### src/rtl/gpio16_pkg.sv
package gpio16_pkg;
  localparam int unsigned ADDR_W = 5;

  typedef enum logic [ADDR_W-1:0] {
    OFF_DIR = 5'h00,
    OFF_OUT = 5'h08,
    OFF_PIN = 5'h0C,
    OFF_IEN = 5'h10,
    OFF_CTL = 5'h14
  } reg_off_e;

  typedef struct packed {
    logic blk_rst;
    logic clk_en;
  } ctl_t;

  localparam ctl_t CTL_RST_VAL = '{blk_rst: 1'b1, clk_en: 1'b0};
endpackage

### src/rtl/gpio16_regs.sv
module gpio16_regs
  import gpio16_pkg::*;
#(
  parameter int unsigned N_PINS = 16,
  parameter int unsigned DATA_W = 32
) (
  input  logic              clk_i,
  input  logic              rst_ni,
  input  logic              req_i,
  input  logic              we_i,
  input  logic [ADDR_W-1:0] addr_i,
  input  logic [DATA_W-1:0] wdata_i,
  input  logic [N_PINS-1:0] pin_state_i,
  output logic [DATA_W-1:0] rdata_o,
  output logic [N_PINS-1:0] dir_o,
  output logic [N_PINS-1:0] out_o,
  output logic [N_PINS-1:0] ien_o,
  output ctl_t              ctl_o
);
  localparam int unsigned MASK_LSB = DATA_W / 2;

  logic              wr;
  logic              rd;
  logic [N_PINS-1:0] wr_mask;
  logic [N_PINS-1:0] wr_val;
  logic [DATA_W-1:0] rd_mux;
  logic [DATA_W-1:0] rdata_q;
  logic [N_PINS-1:0] dir_q, out_q, ien_q;
  ctl_t              ctl_q;

  assign wr      = req_i & we_i;
  assign rd      = req_i & ~we_i;
  assign wr_mask = wdata_i[MASK_LSB +: N_PINS];
  assign wr_val  = wdata_i[N_PINS-1:0];

  always_ff @(posedge clk_i or negedge rst_ni) begin
    if (!rst_ni)                     ctl_q <= CTL_RST_VAL;
    else if (wr && addr_i == OFF_CTL) ctl_q <= ctl_t'(wdata_i[1:0]);
  end

  // soft reset wins over bus writes
  always_ff @(posedge clk_i or negedge rst_ni) begin
    if (!rst_ni) begin
      dir_q <= '0;
      out_q <= '0;
      ien_q <= '0;
    end else if (ctl_q.blk_rst) begin
      dir_q <= '0;
      out_q <= '0;
      ien_q <= '0;
    end else if (wr) begin
      if (addr_i == OFF_DIR) dir_q <= wr_val;
      if (addr_i == OFF_OUT) out_q <= (out_q & ~wr_mask) | (wr_val & wr_mask);
      if (addr_i == OFF_IEN) ien_q <= wr_val;
    end
  end

  always_comb begin
    rd_mux = '0;
    case (addr_i)
      OFF_DIR: rd_mux[N_PINS-1:0] = dir_q;
      OFF_OUT: rd_mux[N_PINS-1:0] = out_q;
      OFF_PIN: rd_mux[N_PINS-1:0] = pin_state_i;
      OFF_IEN: rd_mux[N_PINS-1:0] = ien_q;
      OFF_CTL: rd_mux[1:0]        = ctl_q;
      default: rd_mux             = '0;
    endcase
  end

  always_ff @(posedge clk_i or negedge rst_ni) begin
    if (!rst_ni) rdata_q <= '0;
    else if (rd) rdata_q <= rd_mux;
  end

  assign rdata_o = rdata_q;
  assign dir_o   = dir_q;
  assign out_o   = out_q;
  assign ien_o   = ien_q;
  assign ctl_o   = ctl_q;
endmodule

### src/rtl/gpio16_sync.sv
module gpio16_sync #(
  parameter int unsigned N_PINS = 16
) (
  input  logic              clk_i,
  input  logic              rst_ni,
  input  logic              clr_i,
  input  logic              run_i,
  input  logic [N_PINS-1:0] pin_i,
  output logic [N_PINS-1:0] pin_sync_o
);
  for (genvar i = 0; i < N_PINS; i++) begin : g_bit
    logic s1_q, s2_q;
    always_ff @(posedge clk_i or negedge rst_ni) begin
      if (!rst_ni) begin
        s1_q <= 1'b0;
        s2_q <= 1'b0;
      end else if (clr_i) begin
        s1_q <= 1'b0;
        s2_q <= 1'b0;
      end else if (run_i) begin
        s1_q <= pin_i[i];
        s2_q <= s1_q;
      end
    end
    assign pin_sync_o[i] = s2_q;
  end
endmodule

### src/rtl/gpio16_irq.sv
module gpio16_irq #(
  parameter int unsigned N_PINS   = 16,
  parameter int unsigned N_SHARED = 8,
  localparam int unsigned N_LO    = N_PINS - N_SHARED
) (
  input  logic              clk_en_i,
  input  logic [N_PINS-1:0] pin_sync_i,
  input  logic [N_PINS-1:0] ien_i,
  output logic [N_LO-1:0]   irq_lo_o,
  output logic              irq_shared_o
);
  for (genvar i = 0; i < N_LO; i++) begin : g_lo
    assign irq_lo_o[i] = clk_en_i & pin_sync_i[i];
  end

  logic [N_SHARED-1:0] hit;
  assign hit          = pin_sync_i[N_PINS-1:N_LO] & ien_i[N_PINS-1:N_LO];
  assign irq_shared_o = clk_en_i & (|hit);
endmodule

### src/rtl/gpio16_shirq.sv
module gpio16_shirq
  import gpio16_pkg::*;
#(
  parameter int unsigned N_PINS   = 16,
  parameter int unsigned N_SHARED = 8,
  parameter int unsigned DATA_W   = 32
) (
  input  logic                       clk_i,
  input  logic                       rst_ni,
  input  logic                       req_i,
  input  logic                       we_i,
  input  logic [ADDR_W-1:0]          addr_i,
  input  logic [DATA_W-1:0]          wdata_i,
  output logic [DATA_W-1:0]          rdata_o,
  input  logic [N_PINS-1:0]          pin_i,
  output logic [N_PINS-1:0]          pin_o,
  output logic [N_PINS-1:0]          pin_oe_o,
  output logic [N_PINS-N_SHARED-1:0] irq_lo_o,
  output logic                       irq_shared_o
);
  logic [N_PINS-1:0] pin_sync;
  logic [N_PINS-1:0] ien;
  ctl_t              ctl;
  logic              blk_rst;
  logic              blk_clk_en;

  assign blk_rst    = ctl.blk_rst;
  assign blk_clk_en = ctl.clk_en;

  gpio16_regs #(.N_PINS(N_PINS), .DATA_W(DATA_W)) u_regs (
    .clk_i      (clk_i),
    .rst_ni     (rst_ni),
    .req_i      (req_i),
    .we_i       (we_i),
    .addr_i     (addr_i),
    .wdata_i    (wdata_i),
    .pin_state_i(pin_sync),
    .rdata_o    (rdata_o),
    .dir_o      (pin_oe_o),
    .out_o      (pin_o),
    .ien_o      (ien),
    .ctl_o      (ctl)
  );

  gpio16_sync #(.N_PINS(N_PINS)) u_sync (
    .clk_i     (clk_i),
    .rst_ni    (rst_ni),
    .clr_i     (blk_rst),
    .run_i     (blk_clk_en),
    .pin_i     (pin_i),
    .pin_sync_o(pin_sync)
  );

  gpio16_irq #(.N_PINS(N_PINS), .N_SHARED(N_SHARED)) u_irq (
    .clk_en_i    (blk_clk_en),
    .pin_sync_i  (pin_sync),
    .ien_i       (ien),
    .irq_lo_o    (irq_lo_o),
    .irq_shared_o(irq_shared_o)
  );
endmodule

### config.mk
export PLATFORM = sky130hd
export DESIGN_NAME = gpio16_shirq
export DESIGN_NICKNAME = d
export VERILOG_FILES = /design/src/rtl/gpio16_pkg.sv /design/src/rtl/gpio16_regs.sv /design/src/rtl/gpio16_sync.sv /design/src/rtl/gpio16_irq.sv /design/src/rtl/gpio16_shirq.sv
export SDC_FILE = /design/constraint.sdc
export NUM_CORES = 1
export LEC_CHECK = 0
export ABC_AREA = 1
export CAP_MARGIN = 20
export CORE_ASPECT_RATIO = 0.6
export CORE_MARGIN = 3
export CORE_UTILIZATION = 40
export DETAILED_ROUTE_END_ITERATION = 16
export HOLD_SLACK_MARGIN = 0.15
export PLACE_DENSITY = 0.7
export SLEW_MARGIN = 25
export SYNTH_ARGS = -nofsm -noshare
export SYNTH_HDL_FRONTEND = slang
export SYNTH_SLANG_ARGS = --single-unit
### constraint.sdc
create_clock -name clk_i -period 1.3 [get_ports clk_i]
set_input_delay 0.195 -clock clk_i [delete_from_list [all_inputs] [get_ports clk_i]]
set_output_delay 0.195 -clock clk_i [all_outputs]
set_load 0.02 [all_outputs]
==> run_results.csv <==
group,metric,value,unit
timing,finalWorstPathRequiredPeriod,1500,ps
synth,synth_top_area_share,48.9,%
floorplan,start_util,42.4,%
synth,yosysTopAreaCell,"dfrtp_1",
pwr,ir_worst_vdd,0.000672,V
synth,synth_area_per_cell,8.13,µm²
floorplan,die_h,92.3,µm
clock_network,clkTransAtPathRegs,70,ps
final_layout,post-route-util,66.3,%
placed_design,dpl_cell_area,0.00684,mm²
pwr,power_density,1060,mW/mm²
critical_path,worst_ep_arrival_time,1310,ps
routing,ant_nets,0,
pwr,p_switching,2.53,mW
final_layout,final_nets,862,
placed_design,port_buffers,113,
clock_network,clock-sinks,98,
timing,max_freq,666,MHz
floorplan,fp-row-count,30,
clock_network,clk_path_buf_depth,2,
routing,drc,0,
timing,layout_setup_ws,-202,ps
global_routing,grt_pass1_wl,25500,µm
clock_network,cts_root_buffer,"clkbuf_16",
final_layout,design_area,0.00776,mm²
floorplan,boundaryPins,130,
timing,clock_skew,7.77,ps
critical_path,crit_path_max_fanout,2,
routing,vias_per_cell,5.27,
run_status,status,"complete, but fails checks",
global_routing,grt_max_degree,30,
pwr,switching_share,30.9,%
floorplan,placeableCoreArea,0.0117,mm²
critical_path,critPathLaunchType,"register",
pwr,leakage,3.83,nW
pwr,p_comb_share,28.3,%
synth,synth_area,0.00497,mm²
final_layout,drive_above_1_share,30.2,%
timing,rsz0062_at_grt,"yes",
global_routing,track_usage,23.1,%
routing,dr.pass1.iters,5,
critical_path,cp-end-kind,"output pin",
pwr,seqPwrFrac,40.6,%
global_routing,grt_pass1_vias,5063,
synth,syn_inst,611,
floorplan,dieArea,0.0138,mm²
routing,wirelength,17000,µm
synth,yosysUniqueCellTypes,28,
pwr,p_clk_share,31.0,%
clock_network,cts_tree,"built",
timing,fin_tns_setup,-2330,ps
timing,finalCritPeriodShare,116,%
global_routing,grt-ovfl-total,0,
routing,wl_per_cell,17.5,µm
final_layout,antenna_cells,0,
timing,whs,337,ps
clock_network,htree_levels,3,
synth,yosysWarnings,0,
critical_path,worstPathRequired,1110,ps
routing,vias,5115,
placed_design,gp_congestion,0.892,
critical_path,worst-setup-path-type,"register to output pin",
timing,hold_viol_final,0,
synth,ys_seq_elements,98,
placed_design,pre_cts_slack,-632,ps
floorplan,die_x,150,µm
final_layout,syn2layout_area_growth,56.2,%
global_routing,antenna_found_initial,1,
run_status,violations,"negative setup slack",
routing,drt_iter0_markers,377,
synth,seq_area_frac_synth,49.4,%
worst_hold_path,min_path_type,"primary input to async pin",
timing,drv_slew,0,
pwr,internal_power,5.67,mW
placed_design,place.detailed.hpwl,11800,µm
timing,final-setup-viol-count,31,
clock_network,insertion_delay,350,ps
run,cap_violations,0,
synth,synth_area_leaders,"dfrtp_1 49%, nand2_1 10%, o21ai_0 7.3%",
clock_network,cts_buffers,9,
==> final cells by class <==
cell class	count	area, µm²
Inverter	76	292
Timing Repair Buffer	220	2280
Fill cell	964	3950
Clock buffer	11	243
Tap cell	160	200
Sequential cell	98	2450
Multi-Input combinational cell	400	2250
Clock inverter	5	37.5
==> kinds of logic after synthesis <==
family / synth area share [%]
AOI/OAI and AO/OA: 11.6
buffers and inverters: 12.3
DFF: 49.4
muxes: 0.453
other: 0.0755
and+or+nand+nor: 26.2
==> placed cells by master (no fill, tap or decap), types with 3 or more instances in the layout <==
master	n
a21oi_1	5
a21oi_2	10
buf_12	20
buf_4	63
buf_6	24
clkbuf_16	14
clkbuf_2	12
clkdlybuf4s15_1	10
clkdlybuf4s50_1	50
clkinvlp_4	3
conb_1	16
dfrtp_1	96
dlygate4sd2_1	31
inv_1	58
inv_2	16
nand2_1	109
nand2_2	23
nand2_4	11
nand3_1	26
nand3_2	5
nand4_1	50
nor2_1	31
nor2_2	7
nor2_4	5
nor2_8	3
o21ai_0	45
o21ai_1	29
o21ai_2	8
o22ai_1	7
o22ai_2	4
==> sequential cells by signal, summed over array words and instances (netlist names) <==
name and cells:
u_regs.ctl_o 2, u_sync.g_bit.s2_q 16, u_regs.out_o 16, u_regs.ien_o 16, u_regs.rdata_o 16, u_regs.dir_o 16
u_sync.g_bit.s1_q 16
==> cell usage after synthesis <==
| library cell | instances |
|---|---|
| nand4_1 | 50 |
| buf_2 | 22 |
| inv_2 | 3 |
| buf_4 | 21 |
| buf_8 | 1 |
| buf_1 | 3 |
| a21oi_1 | 13 |
| o21ai_0 | 72 |
| o22ai_1 | 11 |
| a21oi_2 | 2 |
| nand2_2 | 6 |
| nor2_4 | 1 |
| nor2_1 | 36 |
| nor2_8 | 3 |
| inv_1 | 73 |
| o21ai_2 | 4 |
| buf_6 | 1 |
| conb_1 | 1 |
| dfstp_2 | 1 |
| nand2_1 | 138 |
| nand3_1 | 30 |
| clkbuf_1 | 5 |
| nand3_4 | 1 |
| dfrtp_1 | 97 |
| o21ai_1 | 6 |
| nand3_2 | 2 |
| mux2_2 | 2 |
| nor2_2 | 6 |
==> metal layers <==
metal  vias up  wire length, µm  global-route usage [%]
li1       2367                -                       -
met1      2518             7990                    33.4
met2       209             7720                    36.6
met3        19             1150                    4.94
met4         2              114                    3.81
met5         -               13                       0
==> final timing paths <==
kind / start / endpoint / slack (ps) / cells after the start
min: rst_ni / u_sync.g_bit[12].s1_q / 340 / 2
min reg2reg: u_regs.rdata_o[9] / u_regs.rdata_o[9] / 490 / 2
max reg2reg: u_regs.ctl_o[1] / u_regs.out_o[9] / -70 / 5
max in group asynchronous: rst_ni / u_regs.ien_o[3] / 400 / 3
min in group clk_i: pin_i[12] / u_sync.g_bit[12].s1_q / 410 / 3
max: u_sync.g_bit[13].s2_q / irq_shared_o / -200 / 5
==> worst max-delay path, stage by stage, from the launching register on <==
cell and delay (ps):
dfrtp_1 360, inv_2 50, o22ai_2 170, nor2_1 80, a21oi_2 140, buf_4 150
==> stage by stage <==
| step | power (mW) | cells |
|---|---|---|
| CTS | 7.73 | 957 |
| global route | 8.52 | 970 |
| detailed placement | 5.03 | 925 |
| floorplan | 4.12 | 626 |
| finish | 8.20 | 970 |
| global placement | 4.99 | 925 |
==> power by group through the flow <==
stage	Clock (mW)	Combinational, mW	Sequential [mW]
finish	2.55	2.32	3.33
global route	2.72	2.46	3.35
CTS	2.58	1.83	3.32
detailed placement	0	1.66	3.37
global placement	0	1.63	3.36
floorplan	0	0.751	3.37
==> timing repair <==
| item | 4_1_cts | 5_1_grt |
|---|---|---|
| pin swaps | 15 | 28 |
| setup buffers | 15 | 8 |
| hold buffers | 1 | 0 |
| hold endpoints to repair | 70 | 0 |
| cloned | 2 | 6 |
| resized for setup | 146 | 132 |
| setup endpoints to repair | 139 | 85 |
Note: power is estimated with default switching activity, not from simulation.
